[src/rtl/tmr_bus_pkg.sv]
package tmr_bus_pkg;
  localparam int BYTE_W = 8;
  localparam int CNT_W = 2 * BYTE_W;
  localparam int MODE_W = 3;
  localparam int ADDR_W = 2;
  localparam logic [ADDR_W-1:0] CMD_ADDR = 2'd3;

  typedef enum logic [1:0] {
    ACC_CAPTURE = 2'b00,
    ACC_LOW     = 2'b01,
    ACC_HIGH    = 2'b10,
    ACC_PAIR    = 2'b11
  } access_e;

  // one cycle worth of decoded bus activity
  typedef struct packed {
    logic              cfgWr;
    logic              latchCmd;
    logic              cntWr;
    logic              cntRd;
    logic [ADDR_W-1:0] regSel;
    logic [ADDR_W-1:0] chan;
    access_e           access;
    logic [MODE_W-1:0] mode;
    logic              bcd;
    logic [BYTE_W-1:0] data;
  } bus_strobe_t;
endpackage

[src/rtl/tmr_bus_decode.sv]
module tmr_bus_decode
  import tmr_bus_pkg::*;
(
  input  logic              cs,
  input  logic              rd,
  input  logic              wr,
  input  logic [ADDR_W-1:0] addr,
  input  logic [BYTE_W-1:0] wrData,
  output bus_strobe_t       st
);
  logic cmdHit;
  logic isCapture;

  assign cmdHit = (addr == CMD_ADDR);
  assign isCapture = (wrData[5:4] == 2'b00);

  always_comb begin
    st.regSel = addr;
    st.data = wrData;
    st.access = access_e'(wrData[5:4]);
    st.bcd = wrData[0];
    // codes 6 and 7 fold onto 2 and 3
    st.mode = (wrData[3:2] == 2'b11) ? {1'b0, wrData[2:1]} : wrData[3:1];
    st.chan = cmdHit ? wrData[7:6] : addr;
    st.cfgWr = cs && wr && cmdHit && !isCapture;
    st.latchCmd = cs && wr && cmdHit && isCapture;
    st.cntWr = cs && wr && !cmdHit;
    st.cntRd = cs && rd && !wr && !cmdHit;
  end
endmodule

[src/rtl/tmr_bus_regs.sv]
module tmr_bus_regs
  import tmr_bus_pkg::*;
#(
  parameter int NUM_CH = 3
) (
  input  logic                     clk,
  input  logic                     rstN,
  input  bus_strobe_t              st,
  input  logic [NUM_CH*CNT_W-1:0]  chCount,
  output logic [BYTE_W-1:0]        rdData,
  output logic [NUM_CH*MODE_W-1:0] chMode,
  output logic [NUM_CH-1:0]        chBcd,
  output logic [NUM_CH-1:0]        chCfgStb,
  output logic [NUM_CH-1:0]        chLoadStb,
  output logic [NUM_CH*CNT_W-1:0]  chLoadVal,
  output logic [NUM_CH-1:0]        chLatchReq
);
  localparam int SLOTS = 1 << ADDR_W;

  logic [BYTE_W-1:0] rdByte [SLOTS];

  for (genvar i = 0; i < SLOTS; i++) begin : g_slot
    if (i < NUM_CH) begin : g_ch
      logic              hit;
      logic [MODE_W-1:0] modeQ;
      logic              bcdQ;
      access_e           accQ;
      logic              wrHiQ;
      logic              rdHiQ;
      logic [BYTE_W-1:0] lowHoldQ;
      logic [CNT_W-1:0]  snapQ;
      logic              heldQ;
      logic              cfgQ;
      logic              loadQ;
      logic              capQ;
      logic [CNT_W-1:0]  loadValQ;
      logic [CNT_W-1:0]  rdSrc;
      logic              rdHiSel;

      assign hit = (st.chan == ADDR_W'(i));

      always_ff @(posedge clk) begin
        if (!rstN) begin
          modeQ <= '0;
          bcdQ <= 1'b0;
          accQ <= ACC_PAIR;
          wrHiQ <= 1'b0;
          rdHiQ <= 1'b0;
          lowHoldQ <= '0;
          snapQ <= '0;
          heldQ <= 1'b0;
          cfgQ <= 1'b0;
          loadQ <= 1'b0;
          capQ <= 1'b0;
          loadValQ <= '0;
        end else begin
          cfgQ <= 1'b0;
          loadQ <= 1'b0;
          capQ <= 1'b0;
          if (st.cfgWr && hit) begin
            modeQ <= st.mode;
            bcdQ <= st.bcd;
            accQ <= st.access;
            wrHiQ <= 1'b0;
            rdHiQ <= 1'b0;
            heldQ <= 1'b0;
            cfgQ <= 1'b1;
          end else if (st.latchCmd && hit && !heldQ) begin
            snapQ <= chCount[i*CNT_W +: CNT_W];
            heldQ <= 1'b1;
            capQ <= 1'b1;
          end
          if (st.cntWr && hit) begin
            unique case (accQ)
              ACC_LOW: begin
                loadValQ <= {{BYTE_W{1'b0}}, st.data};
                loadQ <= 1'b1;
              end
              ACC_HIGH: begin
                loadValQ <= {st.data, {BYTE_W{1'b0}}};
                loadQ <= 1'b1;
              end
              default: begin
                if (!wrHiQ) begin
                  lowHoldQ <= st.data;
                  wrHiQ <= 1'b1;
                end else begin
                  loadValQ <= {st.data, lowHoldQ};
                  loadQ <= 1'b1;
                  wrHiQ <= 1'b0;
                end
              end
            endcase
          end
          if (st.cntRd && hit) begin
            if (accQ == ACC_PAIR) begin
              rdHiQ <= !rdHiQ;
              if (rdHiQ) heldQ <= 1'b0;
            end else begin
              heldQ <= 1'b0;
            end
          end
        end
      end

      assign rdSrc = heldQ ? snapQ : chCount[i*CNT_W +: CNT_W];
      assign rdHiSel = (accQ == ACC_HIGH) || ((accQ == ACC_PAIR) && rdHiQ);
      assign rdByte[i] = rdHiSel ? rdSrc[CNT_W-1 -: BYTE_W] : rdSrc[BYTE_W-1:0];

      assign chMode[i*MODE_W +: MODE_W] = modeQ;
      assign chBcd[i] = bcdQ;
      assign chCfgStb[i] = cfgQ;
      assign chLoadStb[i] = loadQ;
      assign chLoadVal[i*CNT_W +: CNT_W] = loadValQ;
      assign chLatchReq[i] = capQ;
    end else begin : g_none
      assign rdByte[i] = '0;
    end
  end

  assign rdData = rdByte[st.regSel];
endmodule

[src/rtl/tmr_bus_if.sv]
module tmr_bus_if
  import tmr_bus_pkg::*;
#(
  parameter int NUM_CH = 3
) (
  input  logic                     clk,
  input  logic                     rstN,
  input  logic                     cs,
  input  logic                     rd,
  input  logic                     wr,
  input  logic [ADDR_W-1:0]        addr,
  input  logic [BYTE_W-1:0]        wrData,
  output logic [BYTE_W-1:0]        rdData,
  input  logic [NUM_CH*CNT_W-1:0]  chCount,
  output logic [NUM_CH*MODE_W-1:0] chMode,
  output logic [NUM_CH-1:0]        chBcd,
  output logic [NUM_CH-1:0]        chCfgStb,
  output logic [NUM_CH-1:0]        chLoadStb,
  output logic [NUM_CH*CNT_W-1:0]  chLoadVal,
  output logic [NUM_CH-1:0]        chLatchReq
);
  bus_strobe_t st;

  tmr_bus_decode u_decode (
    .cs(cs), .rd(rd), .wr(wr), .addr(addr), .wrData(wrData), .st(st)
  );

  tmr_bus_regs #(.NUM_CH(NUM_CH)) u_regs (
    .clk(clk), .rstN(rstN), .st(st), .chCount(chCount), .rdData(rdData),
    .chMode(chMode), .chBcd(chBcd), .chCfgStb(chCfgStb),
    .chLoadStb(chLoadStb), .chLoadVal(chLoadVal), .chLatchReq(chLatchReq)
  );
endmodule

[config.mk]
export PLATFORM = sky130hd
export DESIGN_NAME = tmr_bus_if
export DESIGN_NICKNAME = d
export VERILOG_FILES = /design/src/rtl/tmr_bus_pkg.sv /design/src/rtl/tmr_bus_decode.sv /design/src/rtl/tmr_bus_regs.sv /design/src/rtl/tmr_bus_if.sv
export SDC_FILE = /design/constraint.sdc
export NUM_CORES = 1
export LEC_CHECK = 0
export CAP_MARGIN = 10
export CORE_ASPECT_RATIO = 1.5
export CORE_UTILIZATION = 40
export CTS_CLUSTER_SIZE = 16
export DETAILED_ROUTE_END_ITERATION = 7
export HOLD_SLACK_MARGIN = 0.06
export PLACE_DENSITY = 0.68
export RECOVER_POWER = 50
export SETUP_SLACK_MARGIN = 0.2
export SLEW_MARGIN = 10
export SYNTH_ARGS = -nofsm -noshare
export SYNTH_HDL_FRONTEND = slang
export SYNTH_SLANG_ARGS = --single-unit
[constraint.sdc]
create_clock -name clk -period 2.37 [get_ports clk]
set_input_delay 0.474 -clock clk [delete_from_list [all_inputs] [get_ports clk]]
set_output_delay 0.474 -clock clk [all_outputs]
set_load 0.02 [all_outputs]
-- After elaboration in Yosys (flattened, before gate mapping)
Cells that the tools add are included.
- $lt $le $gt $ge: 1
- eq/ne operators: 13
- multiplexer cells: 65
- bitwise logic cells: 11
- reductions and logical operators: 61
- operators with widths (operator ; number):
    16-bit two-way mux ; 6
    16-bit case mux with 2 select lines ; 3
    1-bit two-way mux ; 48
    8-bit two-way mux ; 5
    1-bit logical AND ; 26
    2-bit == test, second input constant ; 9
    2-bit AND reduction ; 9
    8-bit binary-select mux with 2-bit select ; 1
    2-bit OR reduction ; 6
    1-bit NOT ; 10
    1-bit logical NOT ; 9
    3-bit AND reduction ; 3
    3-bit nonzero test ; 3
    2-bit by 1-bit == test with 1-bit output, second input constant ; 4
    2-bit logical NOT ; 2
    3-bit greater-or-equal comparator, second input constant ; 1
    1-bit logical OR ; 3
    3-bit two-way mux ; 1
    2-bit NOT with 3-bit output ; 1
    2-bit two-way mux ; 1
- flip-flop bits (word level): 156
- input bits: 63
- output and inout port bits: 77
- logic and storage cells: 187

-- Depth between registers and ports, before layout
- word-level depth: 10
- depth in mapped cells: 8
- mapped depth without buffers: 6

-- Hierarchy
A second synthesis with hierarchy kept.
- cell total of the unflattened synthesis: 831
- area total of the unflattened synthesis: 7454.6 um^2
- modules (own cells, without submodules) (module ; instances ; cells an instance ; area an instance (um^2) ; seq. area each (um^2)):
    tmr_bus_regs ; 1 ; 803 ; 7269.5 ; 3123.0
    tmr_bus_decode ; 1 ; 28 ; 185.2 ; 0.0

-- Worst setup path before layout
OpenSTA, ideal clock, no wires.
- path type: reg-to-output
- start: reg u_regs.g_slot[0].g_ch.accQ[0]
- end: out rdData[7]
- arrival time: 1.826 ns
- data required time: 1.896 ns
- setup slack: 0.070 ns
- cell stages (with the launch flop): 7
- path buffers: 0
- cells stage by stage: dfxtp_1 inv_1 ha_1 a21oi_1 mux4_2 nand2_1 nand2_1
- word-level cells in the longest chain between the ends: 7
- elaborated cells on any way between the ends: 8
- those cells by class: eq/ne (2); mux (4); reduce/logical (2)
- RTL lines (what ; line ; text):
    start, declared ; tmr_bus_regs.sv:27 ; access_e accQ;
    start signal, assigned ; tmr_bus_regs.sv:63 ; accQ <= st.access;
    2-bit == test ; tmr_bus_regs.sv:107 ; assign rdHiSel = (accQ == ACC_HIGH) || ((accQ == ACC_PAIR) && rdHiQ);
    1-bit logical AND ; tmr_bus_regs.sv:107 ;
    1-bit logical OR (*) ; tmr_bus_regs.sv:107 ;
    8-bit two-way mux (*) ; tmr_bus_regs.sv:108 ; assign rdByte[i] = rdHiSel ? rdSrc[CNT_W-1 -: BYTE_W] : rdSrc[BYTE_W-1:0];
    8-bit binary-select mux with 2-bit select (*) ; tmr_bus_regs.sv:121 ; assign rdData = rdByte[st.regSel];
    8-bit two-way mux (implied by the code) (*) (2 in series) ; tmr_bus_regs.sv:121 ;
    end, declared ; tmr_bus_if.sv:13 ; output logic [BYTE_W-1:0] rdData,
Every way passes the cells marked *; elsewhere a longest branch is shown, timed or not. The select of a mux whose other input is x is not followed.

-- Worst setup path in the final report
- start: reg u_regs.g_slot[2].g_ch.accQ[0]
- end: out rdData[2]
- word-level cells in the longest chain between the ends: 7
- elaborated cells on any way between the ends: 8
- those cells by class: eq/ne (2); mux (4); reduce/logical (2)
- RTL lines (what ; line):
    start, declared ; tmr_bus_regs.sv:27
    start signal, assigned ; tmr_bus_regs.sv:63
    2-bit == test ; tmr_bus_regs.sv:107
    1-bit logical AND ; tmr_bus_regs.sv:107
    1-bit logical OR (*) ; tmr_bus_regs.sv:107
    8-bit two-way mux (*) ; tmr_bus_regs.sv:108
    8-bit binary-select mux with 2-bit select (*) ; tmr_bus_regs.sv:121
    8-bit two-way mux (implied by the code) (*) (2 in series) ; tmr_bus_regs.sv:121
Marked as above.

==> flow_results.xml <==
<?xml version="1.0" encoding="UTF-8"?>
<metrics>
  <group name="yosys">
    <metric name="synth_seq_area_share" unit="%">45.01</metric>
    <metric name="netlist_instances" unit="">755</metric>
    <metric name="synth_area" unit="sq um">6939</metric>
    <metric name="post-synth-top-area-fraction" unit="%">45.01</metric>
    <metric name="synth.most_common_cell" unit="">sky130_fd_sc_hd__dfxtp_1</metric>
    <metric name="ys_top_cells_by_count" unit="">156 x sky130_fd_sc_hd__dfxtp_1, 85 x sky130_fd_sc_hd__nand2_1, 73 x sky130_fd_sc_hd__a21oi_1</metric>
    <metric name="synthTopCellsByArea" unit="">sky130_fd_sc_hd__dfxtp_1 45%, sky130_fd_sc_hd__mux4_2 7.8%, sky130_fd_sc_hd__mux2i_1 5.5%</metric>
    <metric name="async_reset_ff_share" unit="%">0</metric>
    <metric name="synthXorXnorAreaFrac" unit="%">0</metric>
    <metric name="synth.area.mux_share" unit="%">13.27</metric>
    <metric name="synth_enable_flop_cells" unit="">0</metric>
    <metric name="nets_in_the_synthesized_netlist" unit="">827</metric>
    <metric name="synth-seq-cells" unit="">156</metric>
    <metric name="synth_top_family_by_area" unit="">compound AO/OA/AOI/OAI gates</metric>
    <metric name="synth_fa_ha_area_share" unit="%">1.623</metric>
    <metric name="netlist-cell-type-count" unit="">48</metric>
    <metric name="syn_avg_cell_area" unit="sq um">9.191</metric>
    <metric name="synth_simple_gate_area_share" unit="%">16.30</metric>
    <metric name="synth_flop_cell" unit="">sky130_fd_sc_hd__dfxtp_1</metric>
    <metric name="ys_warnings" unit="">0</metric>
    <metric name="synth.largest_area_cell" unit="">sky130_fd_sc_hd__dfxtp_1</metric>
    <metric name="synth_compound_gate_area_share" unit="%">18.07</metric>
  </group>
  <group name="min_path">
    <metric name="worst_hold_path_type" unit="">register to register</metric>
    <metric name="min_delay_path_depth" unit="">2</metric>
    <metric name="worstHoldEndpoint" unit="">u_regs.g_slot[1].g_ch.loadValQ[9]$_SDFFE_PN0P_</metric>
    <metric name="worstHoldStart" unit="">u_regs.g_slot[1].g_ch.loadValQ[9]$_SDFFE_PN0P_</metric>
  </group>
  <group name="route">
    <metric name="number_of_nets_with_antenna_violations_after_detailed_routing" unit="">0</metric>
    <metric name="drt_iter0_drc" unit="">332</metric>
    <metric name="vias_per_cell" unit="">5.268</metric>
    <metric name="drt_wl_total" unit="um">19170</metric>
    <metric name="drt_pre_antenna_iters" unit="">4</metric>
    <metric name="drc" unit="">0</metric>
    <metric name="routed_wire_per_std_cell" unit="um">16.63</metric>
    <metric name="via_count" unit="">6074</metric>
  </group>
  <group name="placed_design">
    <metric name="hpwlAfterDp" unit="um">13700</metric>
    <metric name="routability_congestion_estimate" unit="">0.7988</metric>
    <metric name="place.port_buffers" unit="">139</metric>
  </group>
  <group name="clock_tree">
    <metric name="clock-root-buffer" unit="">sky130_fd_sc_hd__clkbuf_16</metric>
    <metric name="cts_tree" unit="">done</metric>
    <metric name="cts.htree.levels" unit="">4</metric>
    <metric name="cts.clk_slew.worst_paths" unit="ns">0.07</metric>
    <metric name="cts-buffers-inserted" unit="">17</metric>
    <metric name="cts_sinks" unit="">156</metric>
    <metric name="ctsLongestPathBuffers" unit="">2</metric>
    <metric name="worst_skew_pair.late_latency" unit="ns">0.42</metric>
  </group>
  <group name="critical_path">
    <metric name="worstPathArrival" unit="ns">2.09</metric>
    <metric name="worstRegToRegCells" unit="">7</metric>
    <metric name="crit-reg2reg-launch" unit="">u_regs.g_slot[2].g_ch.accQ[0]$_SDFFE_PN1P_</metric>
    <metric name="cell_type_group_with_the_largest_total_delay_on_the_critical_path" unit="">flip-flops</metric>
    <metric name="timing_worst_setup_path_type" unit="">register to primary output</metric>
    <metric name="setup.reg_to_reg.worst_slack" unit="ns">0.40</metric>
    <metric name="critPathLaunchType" unit="">register</metric>
    <metric name="critical_path_cell_list" unit="">inv_4 &gt; ha_4 &gt; a21oi_4 &gt; buf_12 &gt; mux4_2 &gt; a22oi_2 &gt; nand2_1 &gt; buf_6</metric>
    <metric name="worstPathRequired" unit="ns">1.90</metric>
    <metric name="cp_max_fo" unit="">8</metric>
    <metric name="nature_of_the_critical_path_endpoint" unit="">primary output</metric>
    <metric name="crit_slowest_cell" unit="">sky130_fd_sc_hd__dfxtp_4</metric>
    <metric name="worst_r2r_endpoint" unit="">u_regs.g_slot[2].g_ch.lowHoldQ[4]$_SDFFE_PN0P_</metric>
    <metric name="worstPathBufferInverterCount" unit="">3</metric>
    <metric name="worst_path_largest_cell_delay" unit="ns">0.38</metric>
  </group>
  <group name="global_route">
    <metric name="grt_first_pass_wirelength" unit="um">30240</metric>
    <metric name="grt_start_max_net_pins" unit="">76</metric>
    <metric name="via_count_of_the_first_global_routing_pass" unit="">5887</metric>
    <metric name="grt_antenna_before_repair" unit="">0</metric>
    <metric name="track_usage" unit="%">22.15</metric>
    <metric name="grt.overflow.total" unit="">0</metric>
  </group>
  <group name="sta">
    <metric name="finalMaxSlewViolations" unit="">0</metric>
    <metric name="worst_clock_skew" unit="ns">0.009161</metric>
    <metric name="final_critical_path_setup_slack" unit="ns">-0.1933</metric>
    <metric name="max_slew.worst_pin.slew" unit="ns">0.6267</metric>
    <metric name="setup_failing_eps_final" unit="">9</metric>
    <metric name="fmaxAchievable" unit="MHz">390.1</metric>
    <metric name="min_period_over_period" unit="%">108.2</metric>
    <metric name="max-slew-margin-rel" unit="%">58.09</metric>
    <metric name="finalHoldViolCount" unit="">0</metric>
    <metric name="finalCriticalPeriod" unit="ns">2.563</metric>
    <metric name="rsz0062_at_grt" unit="">yes</metric>
  </group>
  <group name="die">
    <metric name="die_height" unit="um">163.3</metric>
    <metric name="initial_core_util" unit="%">41.22</metric>
    <metric name="design.core.area" unit="sq um">16840</metric>
    <metric name="chipWidth" unit="um">109.5</metric>
    <metric name="floorplan.io_pins" unit="">140</metric>
    <metric name="standard_cell_row_count" unit="">58</metric>
    <metric name="fp.dieArea" unit="sq um">17890</metric>
  </group>
  <group name="finish">
    <metric name="syn_to_final_growth" unit="%">41.54</metric>
    <metric name="drive_above_1_share" unit="%">20.25</metric>
    <metric name="design.final.nets" unit="">1002</metric>
    <metric name="num_antenna_cells" unit="">0</metric>
    <metric name="postLayoutCoreUtil" unit="%">58.34</metric>
  </group>
  <group name="status">
    <metric name="run_status" unit="">finished, violations left</metric>
    <metric name="violations_in_the_final_reports" unit="">negative setup slack</metric>
  </group>
  <group name="pwr">
    <metric name="irDropWorstVdd" unit="uV">426.9</metric>
    <metric name="p_leak" unit="nW">3.732</metric>
    <metric name="cellPowerDensity" unit="nW/um^2">619.0</metric>
    <metric name="total_power" unit="mW">6.080</metric>
  </group>
  <group name="job">
    <metric name="drv_cap" unit="">0</metric>
  </group>
</metrics>
-- per-layer routing --
| metal | up-vias | part of all wire (%) | GRT usage [%] |
|---|---|---|---|
| met3 | 23 | 3.5 | 4.270 |
| met2 | 131 | 53 | 39.94 |
| met1 | 2891 | 42 | 25.57 |
| met5 | - | 0 | 0 |
| met4 | 0 | 1.8 | 7.879 |
| li1 | 3029 | - | - |
-- area by class of cell --
class	count	area, sq um
Timing Repair Buffer	226	2173
Clock buffer	18	429.2
Clock inverter	14	201.4
Fill cell	1484	7014
Sequential cell	156	3133
Multi-Input combinational cell	513	3557
Tap cell	210	262.8
Inverter	16	65.06
-- where the power goes --
part / leakage, nW / total, mW / switching [mW] / internal (mW)
combinational: 2.17 / 0.542 / 0.274 / 0.268
sequential: 1.26 / 2.65 / 0.0119 / 2.64
clock: 0.302 / 2.89 / 1.18 / 1.71
-- layout by cell type (no fill, tap or decap), types with 3 or more instances in the layout --
cell type,instances
sky130_fd_sc_hd__dfxtp_1,152
sky130_fd_sc_hd__clkdlybuf4s50_1,85
sky130_fd_sc_hd__nand2_1,83
sky130_fd_sc_hd__a21oi_1,69
sky130_fd_sc_hd__buf_4,66
sky130_fd_sc_hd__nor2_1,62
sky130_fd_sc_hd__nand3_1,56
sky130_fd_sc_hd__dlygate4sd3_1,46
sky130_fd_sc_hd__o21ai_0,40
sky130_fd_sc_hd__mux2i_1,38
sky130_fd_sc_hd__mux4_2,24
sky130_fd_sc_hd__a22o_1,24
sky130_fd_sc_hd__o21ai_1,17
sky130_fd_sc_hd__clkbuf_16,17
sky130_fd_sc_hd__nor2_2,11
sky130_fd_sc_hd__buf_12,11
sky130_fd_sc_hd__a311oi_1,10
sky130_fd_sc_hd__buf_6,10
sky130_fd_sc_hd__inv_1,9
sky130_fd_sc_hd__a22oi_2,8
sky130_fd_sc_hd__nand2b_1,8
sky130_fd_sc_hd__clkbuf_1,6
sky130_fd_sc_hd__ha_4,5
sky130_fd_sc_hd__nor2b_1,4
sky130_fd_sc_hd__and2_1,4
sky130_fd_sc_hd__a2bb2oi_1,4
sky130_fd_sc_hd__nor3_1,4
sky130_fd_sc_hd__inv_8,4
sky130_fd_sc_hd__clkinv_1,3
sky130_fd_sc_hd__a2111oi_4,3
sky130_fd_sc_hd__ha_1,3
sky130_fd_sc_hd__bufinv_16,3
sky130_fd_sc_hd__inv_6,3
-- timing repair --
| item | in CTS | in global routing |
|---|---|---|
| hold buffers | 0 | 0 |
| pin swaps | 13 | 6 |
| resized for setup | 65 | 22 |
| setup endpoints to repair | 8 | 66 |
| setup buffers | 6 | 2 |
-- state kept, by name (all words and copies together) (netlist names) --
| register | flops |
|---|---|
| u_regs.g_slot.g_ch.loadValQ | 48 |
| u_regs.g_slot.g_ch.snapQ | 48 |
| u_regs.g_slot.g_ch.lowHoldQ | 24 |
| u_regs.g_slot.g_ch.modeQ | 9 |
| u_regs.g_slot.g_ch.accQ | 6 |
| u_regs.g_slot.g_ch.bcdQ | 3 |
| u_regs.g_slot.g_ch.capQ | 3 |
| u_regs.g_slot.g_ch.cfgQ | 3 |
| u_regs.g_slot.g_ch.heldQ | 3 |
| u_regs.g_slot.g_ch.loadQ | 3 |
| u_regs.g_slot.g_ch.rdHiQ | 3 |
| u_regs.g_slot.g_ch.wrHiQ | 3 |
-- tightest hold or removal path: cells and delay by family, from the launching register on --
kind / cells / cell delay (ns)
and+or+nand+nor: 1 / 0.05
AOI/OAI and AO/OA: 1 / 0.05
DFF: 1 / 0.31
-- per-stage QoR --
stage,worst slack [ns],std cells,hold slack (ns),setup TNS (ns),instance area [sq um]
2_1_floorplan,0.1549,755,0.4434,0,6947
3_3_place_gp,-0.4310,1113,0.4420,-11.21,9012
3_5_place_dp,-0.4424,1113,0.4464,-13.30,9012
4_1_cts,-0.2089,1151,0.4545,-1.433,9783
5_1_grt,-0.2698,1153,0.4704,-3.727,9822
6_report,-0.1933,1153,0.4481,-1.299,9822
-- kinds of logic (layout without fill, tap and decap cells) --
| group | after synthesis | count (layout) |
|---|---|---|
| adder cells (fa/ha/maj) | 9 | 9 |
| AND/OR/NAND/NOR | 247 | 247 |
| flip-flops | 156 | 156 |
| buffers and inverters | 86 | 274 |
| multiplexers | 62 | 62 |
| AO/OA/AOI/OAI | 195 | 195 |
-- how the worst max path moves through the flow --
stage | from | to | slack (ns) | cells past startpoint
after floorplan | u_regs.g_slot[1].g_ch.accQ[0]$_SDFFE_PN1P_ | rdData[7] | 0.15 | 6
after global placement | chCount[34] | rdData[2] | -0.43 | 5
after detailed placement | addr[1] | rdData[4] | -0.44 | 7
after CTS | u_regs.g_slot[2].g_ch.accQ[0]$_SDFFE_PN1P_ | rdData[2] | -0.21 | 8
after global routing | u_regs.g_slot[2].g_ch.accQ[0]$_SDFFE_PN1P_ | rdData[2] | -0.27 | 8
final | u_regs.g_slot[2].g_ch.accQ[0]$_SDFFE_PN1P_ | rdData[2] | -0.19 | 8
Note: power is estimated with default switching activity, not from simulation.
